File: src/rtl/sercmd_pkg.sv
`timescale 1ns/1ps
package sercmd_pkg;

  typedef enum logic [2:0] {
    ST_IDLE   = 3'd0,
    ST_OPEN_A = 3'd1,
    ST_OPEN_B = 3'd2,
    ST_SETUP  = 3'd3,
    ST_HIGH   = 3'd4,
    ST_LOW    = 3'd5,
    ST_CLOSE  = 3'd6
  } seqState_t;

  // strobes from the sequencer to the datapath, all single-cycle
  typedef struct packed {
    logic loadCmd;
    logic sdoLow;
    logic sdoHigh;
    logic sdoBit;
    logic sckLow;
    logic sckHigh;
    logic sample;
    logic finish;
  } lineStb_t;

endpackage

File: src/rtl/sercmd_sync.sv
`timescale 1ns/1ps
module sercmd_sync #(
  parameter int STAGES = 2
) (
  input  logic clk,
  input  logic rstN,
  input  logic dIn,
  output logic dOut
);
  logic [STAGES-1:0] chain;

  generate
    if (STAGES == 1) begin : g_single
      always_ff @(posedge clk or negedge rstN)
        if (!rstN) chain <= '0;
        else       chain <= dIn;
    end else begin : g_multi
      always_ff @(posedge clk or negedge rstN)
        if (!rstN) chain <= '0;
        else       chain <= {chain[STAGES-2:0], dIn};
    end
  endgenerate

  assign dOut = chain[STAGES-1];
endmodule

File: src/rtl/sercmd_ctrl.sv
`timescale 1ns/1ps
module sercmd_ctrl
  import sercmd_pkg::*;
#(
  parameter int WORD_W      = 32,
  parameter int STEP_CYCLES = 4
) (
  input  logic     clk,
  input  logic     rstN,
  input  logic     startReq,
  output logic     busy,
  output lineStb_t stb
);
  localparam int TMR_W = (STEP_CYCLES > 1) ? $clog2(STEP_CYCLES) : 1;
  localparam int IDX_W = (WORD_W > 1) ? $clog2(WORD_W) : 1;
  localparam logic [TMR_W-1:0] TMR_LAST = TMR_W'(STEP_CYCLES - 1);
  localparam logic [IDX_W-1:0] IDX_LAST = IDX_W'(WORD_W - 1);

  seqState_t        state, stateNxt;
  logic [TMR_W-1:0] stepTmr;
  logic [IDX_W-1:0] bitIdx;
  logic             stepEnd;
  logic             lastBit;

  assign stepEnd = (stepTmr == TMR_LAST);
  assign lastBit = (bitIdx == IDX_LAST);
  assign busy    = (state != ST_IDLE);

  always_comb begin
    stateNxt = state;
    stb      = '0;
    unique case (state)
      ST_IDLE: if (startReq) begin
        stateNxt    = ST_OPEN_A;
        stb.loadCmd = 1'b1;
        stb.sdoLow  = 1'b1;
      end
      ST_OPEN_A: if (stepEnd) begin
        stateNxt   = ST_OPEN_B;
        stb.sckLow = 1'b1;
      end
      ST_OPEN_B: if (stepEnd) begin
        stateNxt   = ST_SETUP;
        stb.sdoBit = 1'b1;
      end
      ST_SETUP: if (stepEnd) begin
        stateNxt    = ST_HIGH;
        stb.sckHigh = 1'b1;
      end
      ST_HIGH: if (stepEnd) begin
        stateNxt   = ST_LOW;
        stb.sckLow = 1'b1;
      end
      ST_LOW: if (stepEnd) begin
        stb.sample = 1'b1;
        if (lastBit) begin
          stateNxt    = ST_CLOSE;
          stb.sckHigh = 1'b1;
          stb.sdoLow  = 1'b1;
        end else begin
          stateNxt   = ST_SETUP;
          stb.sdoBit = 1'b1;
        end
      end
      ST_CLOSE: if (stepEnd) begin
        stateNxt    = ST_IDLE;
        stb.sdoHigh = 1'b1;
        stb.finish  = 1'b1;
      end
      default: stateNxt = ST_IDLE;
    endcase
  end

  always_ff @(posedge clk or negedge rstN)
    if (!rstN) state <= ST_IDLE;
    else       state <= stateNxt;

  // step timer: free-runs inside every non-idle state, wraps on each step
  always_ff @(posedge clk or negedge rstN)
    if (!rstN)                         stepTmr <= '0;
    else if (state == ST_IDLE || stepEnd) stepTmr <= '0;
    else                               stepTmr <= stepTmr + 1'b1;

  always_ff @(posedge clk or negedge rstN)
    if (!rstN)           bitIdx <= '0;
    else if (stb.loadCmd) bitIdx <= '0;
    else if (stb.sample)  bitIdx <= bitIdx + 1'b1;
endmodule

File: src/rtl/sercmd_dp.sv
`timescale 1ns/1ps
module sercmd_dp
  import sercmd_pkg::*;
#(
  parameter int WORD_W      = 32,
  parameter int PAGE_W      = 2,
  parameter int SYNC_STAGES = 2
) (
  input  logic              clk,
  input  logic              rstN,
  input  lineStb_t          stb,
  input  logic [WORD_W-1:0] cmdIn,
  input  logic              serDin,
  output logic              serClk,
  output logic              serDout,
  output logic              doneOut,
  output logic [WORD_W-1:0] statusOut
);
  localparam int RX_W = WORD_W - PAGE_W;

  logic [WORD_W-1:0] cmdShift;
  logic [PAGE_W-1:0] pageHold;
  logic [RX_W-1:0]   rxShift;
  logic              dinSync;

  sercmd_sync #(.STAGES(SYNC_STAGES)) u_sync (
    .clk  (clk),
    .rstN (rstN),
    .dIn  (serDin),
    .dOut (dinSync)
  );

  always_ff @(posedge clk or negedge rstN)
    if (!rstN) begin
      cmdShift <= '0;
      pageHold <= '0;
    end else if (stb.loadCmd) begin
      cmdShift <= cmdIn;
      pageHold <= cmdIn[WORD_W-1 -: PAGE_W];
    end else if (stb.sdoBit) begin
      cmdShift <= {cmdShift[WORD_W-2:0], 1'b0};
    end

  always_ff @(posedge clk or negedge rstN)
    if (!rstN)            serClk <= 1'b1;
    else if (stb.sckLow)  serClk <= 1'b0;
    else if (stb.sckHigh) serClk <= 1'b1;

  always_ff @(posedge clk or negedge rstN)
    if (!rstN)            serDout <= 1'b1;
    else if (stb.sdoLow)  serDout <= 1'b0;
    else if (stb.sdoHigh) serDout <= 1'b1;
    else if (stb.sdoBit)  serDout <= cmdShift[WORD_W-1];

  // only the low reply bits survive; the page bits come from the command
  always_ff @(posedge clk or negedge rstN)
    if (!rstN)           rxShift <= '0;
    else if (stb.sample) rxShift <= {rxShift[RX_W-2:0], dinSync};

  always_ff @(posedge clk or negedge rstN)
    if (!rstN) begin
      statusOut <= '0;
      doneOut   <= 1'b0;
    end else begin
      doneOut <= stb.finish;
      if (stb.finish) statusOut <= {pageHold, rxShift};
    end
endmodule

File: src/rtl/sercmd_xcvr.sv
`timescale 1ns/1ps
module sercmd_xcvr
  import sercmd_pkg::*;
#(
  parameter int WORD_W      = 32,
  parameter int PAGE_W      = 2,
  parameter int STEP_CYCLES = 4,
  parameter int SYNC_STAGES = 2
) (
  input  logic              clk,
  input  logic              rstN,
  input  logic              startReq,
  input  logic [WORD_W-1:0] cmdWord,
  output logic              busy,
  output logic              donePulse,
  output logic [WORD_W-1:0] statusWord,
  output logic              serClk,
  output logic              serDout,
  input  logic              serDin
);
  lineStb_t stb;

  sercmd_ctrl #(
    .WORD_W      (WORD_W),
    .STEP_CYCLES (STEP_CYCLES)
  ) u_ctrl (
    .clk      (clk),
    .rstN     (rstN),
    .startReq (startReq),
    .busy     (busy),
    .stb      (stb)
  );

  sercmd_dp #(
    .WORD_W      (WORD_W),
    .PAGE_W      (PAGE_W),
    .SYNC_STAGES (SYNC_STAGES)
  ) u_dp (
    .clk       (clk),
    .rstN      (rstN),
    .stb       (stb),
    .cmdIn     (cmdWord),
    .serDin    (serDin),
    .serClk    (serClk),
    .serDout   (serDout),
    .doneOut   (donePulse),
    .statusOut (statusWord)
  );
endmodule

File: config.mk
export PLATFORM = sky130hd
export DESIGN_NAME = sercmd_xcvr
export DESIGN_NICKNAME = d
export VERILOG_FILES = /design/src/rtl/sercmd_pkg.sv /design/src/rtl/sercmd_sync.sv /design/src/rtl/sercmd_ctrl.sv /design/src/rtl/sercmd_dp.sv /design/src/rtl/sercmd_xcvr.sv
export SDC_FILE = /design/constraint.sdc
export NUM_CORES = 1
export LEC_CHECK = 0
export ABC_CLOCK_PERIOD_IN_PS = 3300
export BUFFER_PORTS_ARGS = -buffer_cell sky130_fd_sc_hd__buf_4
export CAP_MARGIN = 25
export CORE_ASPECT_RATIO = 0.6
export CORE_MARGIN = 4
export CORE_UTILIZATION = 50
export DETAILED_ROUTE_END_ITERATION = 12
export PLACE_DENSITY = 0.73
export SYNTH_ARGS = -nofsm -noshare
export SYNTH_HDL_FRONTEND = slang
export SYNTH_SLANG_ARGS = --single-unit
File: constraint.sdc
create_clock -name clk -period 3.3 [get_ports clk]
set_clock_uncertainty 0.2 [all_clocks]
set_input_delay 0.99 -clock clk [delete_from_list [all_inputs] [get_ports clk]]
set_output_delay 0.99 -clock clk [all_outputs]
set_load 0.01 [all_outputs]
; Word level (Yosys, flattened, before mapping)
; Index checks and enable logic that the tools add are counted.
[totals]
register_bits = 111
in_bits = 36
out_inout_bits = 36
elab_cells = 70
[op_classes]
n_eq_ne = 15
n_reduce_logical = 9
mux = 33
add_sub_neg = 2
[ops]
columns = cell, count
row1 = 32-bit two-way mux, 2
row2 = 3-bit two-way mux, 8
row3 = 3-bit one-hot mux with 7 select lines, 1
row4 = 1-bit two-way mux, 14
row5 = "2-bit by 1-bit inequality test with 1-bit output, second input constant", 6
row6 = 5-bit two-way mux, 2
row7 = "3-bit equality test, second input constant", 3
row8 = 7-bit AND reduction, 1
row9 = "3-bit by 2-bit equality test with 1-bit output, second input constant", 2
row10 = 2-bit two-way mux, 3
row11 = 1-bit one-hot mux with 2 select lines, 3
row12 = 2-bit nonzero test, 3
row13 = 3-bit nonzero test, 2
row14 = "5-bit by 1-bit adder with 5-bit output, second input constant", 1
row15 = "5-bit equality test, second input constant", 1
row16 = "3-bit by 1-bit equality test with 1-bit output, second input constant", 1
row17 = 3-bit zero test, 1
row18 = "2-bit by 1-bit adder with 2-bit output, second input constant", 1
row19 = "2-bit equality test, second input constant", 1
row20 = "2-bit inequality test, second input constant", 1
row21 = 2-bit OR reduction, 1
row22 = 1-bit logical OR, 1

; Logic depth before layout (Yosys ltp)
[logic_depth]
word_depth = 7
mapped_depth = 7
ltp_nobuf = 6

; Hierarchy
; A second synthesis with hierarchy kept.
[hier_totals]
hier_cells = 357
hier_area_um2 = 4794.6
[modules_own_cells]
columns = module, cells_per_inst, n_inst, area_per_inst_um2, seq_area_each_um2
row1 = sercmd_dp, 284, 1, 4093.9, 2479.9
row2 = sercmd_ctrl, 71, 1, 650.6, 250.2
row3 = sercmd_sync, 2, 1, 50.0, 50.0

; Worst setup path before layout
; Ideal clock, no wire load.
[synth_path]
kind = in2reg
from = input port startReq
to = register u_dp.cmdShift[20]
required_ns = 2.975
arrival_time_ns = 2.263
cell_stages = 5
setup_ns = 0.125
slack_ns = 0.712
n_path_buf = 2
path_cell_list = or4b_4 -> buf_6 -> buf_6 -> mux2_4 -> mux2_4
[synth_between]
elab_chain_len = 3
elab_cells_between_ends = 4
classes_between = 3 x mux / 1 x reduce/logical
[synth_lines]
columns = item, line
row1 = "start, declared", sercmd_xcvr.sv:12  ; input logic startReq,
row2 = 2-bit two-way mux *, sercmd_ctrl.sv:33  ; ST_IDLE: if (startReq) begin
row3 = 1-bit two-way mux *, sercmd_ctrl.sv:32  ; unique case (state)
row4 = 32-bit two-way mux or 2-bit nonzero test (tied branches), -
row5 = "end signal, assigned", sercmd_dp.sv:38  ; cmdShift <= cmdIn;
row6 = "end signal, assigned", sercmd_dp.sv:41  ; cmdShift <= {cmdShift[WORD_W-2:0], 1'b0};
row7 = "end, declared", sercmd_dp.sv:21  ; logic [WORD_W-1:0] cmdShift;
; Mark *: on every way between the ends. The rest lies on a longest branch, timed or not.
; A chain may end at the register's enable or synchronous reset.

; Final worst setup path
[layout_path]
from = register u_ctrl.state[1]
to = output port busy
[layout_between]
elab_chain_len = 1
[layout_lines]
columns = item, line
row1 = "start, declared", sercmd_ctrl.sv:19  ; seqState_t state, stateNxt;
row2 = "start signal, assigned", sercmd_ctrl.sv:76  ; else state <= stateNxt;
row3 = 3-bit nonzero test, sercmd_ctrl.sv:27  ; assign busy = (state != ST_IDLE);
row4 = "end, declared", sercmd_xcvr.sv:14  ; output logic busy,
; Every way passes these cells.

==> impl_metrics.xml <==
<?xml version="1.0" encoding="UTF-8"?>
<metrics>
  <group name="yosys">
    <metric name="flip_flop_and_latch_count_after_synthesis" unit="">111</metric>
    <metric name="synthesis.area" unit="µm²">4940</metric>
    <metric name="post_synth_num_cell_types" unit="">41</metric>
    <metric name="postSynth.topFlopCell" unit="">dfrtp_1</metric>
    <metric name="post_synth.cell_area_avg" unit="µm²">12.6</metric>
    <metric name="synth-edff-count" unit="">0</metric>
    <metric name="yosysWarningCount" unit="">0</metric>
    <metric name="ys_seq_area_share" unit="%">56.3</metric>
    <metric name="synth_cells" unit="">392</metric>
    <metric name="async_flop_share" unit="%">100</metric>
    <metric name="synthesis.nets" unit="">432</metric>
  </group>
  <group name="floorplan">
    <metric name="placement_rows" unit="">27</metric>
    <metric name="io_pins" unit="">72</metric>
    <metric name="die_w" unit="µm">136</metric>
    <metric name="dieHeight" unit="µm">85</metric>
    <metric name="core" unit="µm²">9390</metric>
    <metric name="initial_utilization" unit="%">52.6</metric>
    <metric name="die_area" unit="µm²">11600</metric>
  </group>
  <group name="sta">
    <metric name="report.final.setup_viol" unit="">0</metric>
    <metric name="report.final.slew_viol_count" unit="">0</metric>
    <metric name="fin_ws" unit="ns">0.526</metric>
    <metric name="clock.fmax" unit="MHz">360</metric>
    <metric name="tightest_slew" unit="ns">0.613</metric>
    <metric name="grt_setup_unrepaired" unit="">no</metric>
    <metric name="report.final.hold_viol_count" unit="">0</metric>
    <metric name="final.setup.tns" unit="ns">0</metric>
    <metric name="portion_of_the_clock_cycle_consumed_by_the_worst_path_in_the_final_layout" unit="%">84.1</metric>
    <metric name="max-slew-margin-rel" unit="%">59.1</metric>
    <metric name="min_period" unit="ns">2.77</metric>
  </group>
  <group name="grt">
    <metric name="maximum_number_of_pins_on_one_net_before_global_route_repair" unit="">47</metric>
    <metric name="use_met1" unit="%">25.1</metric>
    <metric name="first_global_vias" unit="">3234</metric>
    <metric name="grt_use_met3" unit="%">4.86</metric>
    <metric name="grt_antenna_before_repair" unit="">0</metric>
    <metric name="globalRouteMet2Util" unit="%">28.3</metric>
    <metric name="grt_util_all_layers" unit="%">18.1</metric>
    <metric name="grt-busiest-layer" unit="">met2</metric>
    <metric name="grt_pass1_wl" unit="µm">16500</metric>
    <metric name="gr-total-overflow" unit="">0</metric>
  </group>
  <group name="power_and_ir_drop">
    <metric name="cellInternalPower" unit="µW">2900</metric>
    <metric name="report.power.total" unit="µW">3980</metric>
    <metric name="p_clk_share" unit="%">27.1</metric>
    <metric name="ir_worst_vdd" unit="µV">318</metric>
    <metric name="power.share.combinational" unit="%">27.5</metric>
    <metric name="p_seq_share" unit="%">45.4</metric>
    <metric name="reported_leakage_power" unit="µW">0.00319</metric>
    <metric name="p_per_area" unit="nW/µm²">676</metric>
    <metric name="power_switching" unit="µW">1070</metric>
    <metric name="netSwitchingFraction" unit="%">27.0</metric>
  </group>
  <group name="run">
    <metric name="max_cap_violations" unit="">0</metric>
  </group>
  <group name="route">
    <metric name="num_vias" unit="">3059</metric>
    <metric name="detail_route.iter0.violations" unit="">192</metric>
    <metric name="viasPerCell" unit="">5.16</metric>
    <metric name="detail_route.drc_violations" unit="">0</metric>
    <metric name="dr.pass1.iters" unit="">4</metric>
    <metric name="wl" unit="µm">9570</metric>
    <metric name="ant_nets" unit="">0</metric>
    <metric name="route.detailed.wl_per_inst" unit="µm">16.1</metric>
  </group>
  <group name="critical_path">
    <metric name="timing.critical_path.to_type" unit="">primary output</metric>
    <metric name="worstPathMaxFanout" unit="">20</metric>
    <metric name="timing.critical_path.slowest_stage_cell" unit="">dfrtp_1</metric>
    <metric name="reg2reg_slack" unit="ns">0.55</metric>
    <metric name="critical_path.reg2reg.endpoint" unit="">u_dp.cmdShift[12]</metric>
    <metric name="rr_startpoint" unit="">u_ctrl.bitIdx[0]</metric>
    <metric name="crit_path_cell_trace" unit="">or3_1 &gt; buf_4</metric>
    <metric name="setup.worst_path.start_class" unit="">register</metric>
    <metric name="rr_worst_depth" unit="">7</metric>
    <metric name="critical_path_arrival" unit="ns">1.58</metric>
    <metric name="worst_path_largest_cell_delay" unit="ns">0.58</metric>
    <metric name="worst_setup_path_start" unit="">u_ctrl.state[1]</metric>
    <metric name="worstSetupPathType" unit="">register to primary output</metric>
    <metric name="worst_ep_required_time" unit="ns">2.11</metric>
  </group>
  <group name="min_path">
    <metric name="hold_wc_path_type" unit="">register to register</metric>
    <metric name="holdCritStartpoint" unit="">u_dp.u_sync.chain[0]</metric>
    <metric name="holdPathEnd" unit="">u_dp.u_sync.chain[1]</metric>
    <metric name="number_of_cells_traversed_by_the_worst_hold_path" unit="">0</metric>
  </group>
  <group name="cells_and_area">
    <metric name="stdcell_count" unit="">593</metric>
    <metric name="drive_above_1_share" unit="%">41.7</metric>
    <metric name="antenna_cells" unit="">0</metric>
    <metric name="area_growth_syn_to_layout" unit="%">19.1</metric>
    <metric name="layout.cell_area.non_filler" unit="µm²">5890</metric>
    <metric name="finalNetCount" unit="">499</metric>
  </group>
  <group name="placement">
    <metric name="dp.final_hpwl" unit="µm">6660</metric>
    <metric name="placement.io_buffers" unit="">71</metric>
    <metric name="dpl_cell_area" unit="µm²">5590</metric>
    <metric name="dp_slack" unit="ns">0.446</metric>
    <metric name="placed_cells_incl_taps" unit="">578</metric>
    <metric name="gp_congestion" unit="">0.727</metric>
  </group>
  <group name="clocking">
    <metric name="cts_tree" unit="">built</metric>
    <metric name="htree_num_levels" unit="">3</metric>
    <metric name="cts_max_path_buffers" unit="">2</metric>
    <metric name="cts_hold_buf" unit="">0</metric>
    <metric name="clock_latency" unit="ns">0.34</metric>
    <metric name="cts-resized-gates" unit="">0</metric>
    <metric name="cts_setup_buffers" unit="">0</metric>
    <metric name="cts_made_buffers" unit="">9</metric>
    <metric name="ctsRootBufferMaster" unit="">clkbuf_16</metric>
    <metric name="cts_sinks" unit="">111</metric>
    <metric name="clkTransAtPathRegs" unit="ns">0.07</metric>
  </group>
  <group name="outcome">
    <metric name="status" unit="">complete, no violations</metric>
  </group>
</metrics>
==> sequential cells by signal, summed over array words and instances, names as in the netlist <==
signal,cells
u_dp.cmdShift,32
u_ctrl.stepTmr,2
u_dp.u_sync.chain,2
u_dp.pageHold,2
u_ctrl.state,3
u_dp.serDout,1
u_ctrl.bitIdx,5
u_dp.statusOut,32
u_dp.serClk,1
u_dp.rxShift,30
u_dp.doneOut,1
==> power groups by stage <==
stage	combinational, µW	clock (µW)	sequential, µW
after global routing	1210	1170	1840
after global placement	1050	0	1810
after floorplan	981	0	1720
final	1100	1080	1800
after detailed placement	1110	0	1820
after CTS	1110	1110	1800
==> logic make-up (layout without fill, tap and decap cells) <==
group | after synthesis | after routing | synth area share, %
simple gates | 132 | 132 | 11.7
flops | 111 | 111 | 56.3
mux | 96 | 96 | 25.0
buf+inv | 29 | 100 | 3.22
compound gates | 18 | 18 | 2.43
fa+ha+maj | 4 | 4 | 1.01
xor+xnor | 2 | 2 | 0.355
==> cell type report <==
type	instances	area, µm²
inverter	5	18.8
tap	130	163
sequential	111	2780
clock buffer	10	239
timing repair buffer	80	626
fill	762	3510
multi-input combinational	252	2000
clock inverter	5	57.6
==> cell usage in the layout (no fill, tap or decap), drive strengths merged, types with 3 or more instances in the layout <==
cell type,n
inv,6
clkinv,3
ha,4
nand2,108
dfrtp,109
o21ai,4
a21oi,4
mux2i,4
mux2,92
nor2,4
buf,80
clkbuf,10
==> worst max-delay path by stage <==
stage / end / slack, ns / cells after the start
after floorplan: u_dp.cmdShift[20] / 0.71 / 5
after CTS: busy / 0.51 / 2
after global placement: u_dp.cmdShift[21] / 0.48 / 4
final: busy / 0.53 / 2
after global routing: u_dp.cmdShift[12] / 0.40 / 7
after detailed placement: u_dp.cmdShift[9] / 0.45 / 4
==> worst max-delay path: cells and delay by family, from the launching register on <==
kind                   cells  cell delay, ns
AND/OR/NAND/NOR            1            0.50
buffers and inverters      1            0.17
flip-flops                 1            0.58
==> cell usage after synthesis (3+ instances only) <==
| cell | n | share of area (%) |
|---|---|---|
| mux2i_1 | 4 | 0.81 |
| ha_1 | 4 | 1.0 |
| buf_6 | 5 | 1.1 |
| inv_1 | 5 | 0.38 |
| o21ai_0 | 4 | 0.41 |
| clkbuf_1 | 14 | 1.1 |
| buf_4 | 3 | 0.46 |
| nor2_1 | 4 | 0.30 |
| mux2_4 | 43 | 13 |
| mux2_2 | 49 | 11 |
| a21oi_1 | 4 | 0.41 |
| nand2_1 | 108 | 8.2 |
| dfrtp_1 | 109 | 55 |
==> metal layers <==
metal	vias to the layer above	part of all wire, %
met5	-	0
met1	1538	45
li1	1450	-
met3	11	4.6
met2	60	49
met4	0	1.2
==> through the flow <==
step           util [%]  hold slack [ns]
3_5_place_dp       59.5            0.169
5_1_grt            62.7            0.194
3_3_place_gp       59.5            0.136
2_1_floorplan         -            0.131
4_1_cts            62.7            0.185
6_report           62.7            0.180
Power figures use the tool's default switching activity.
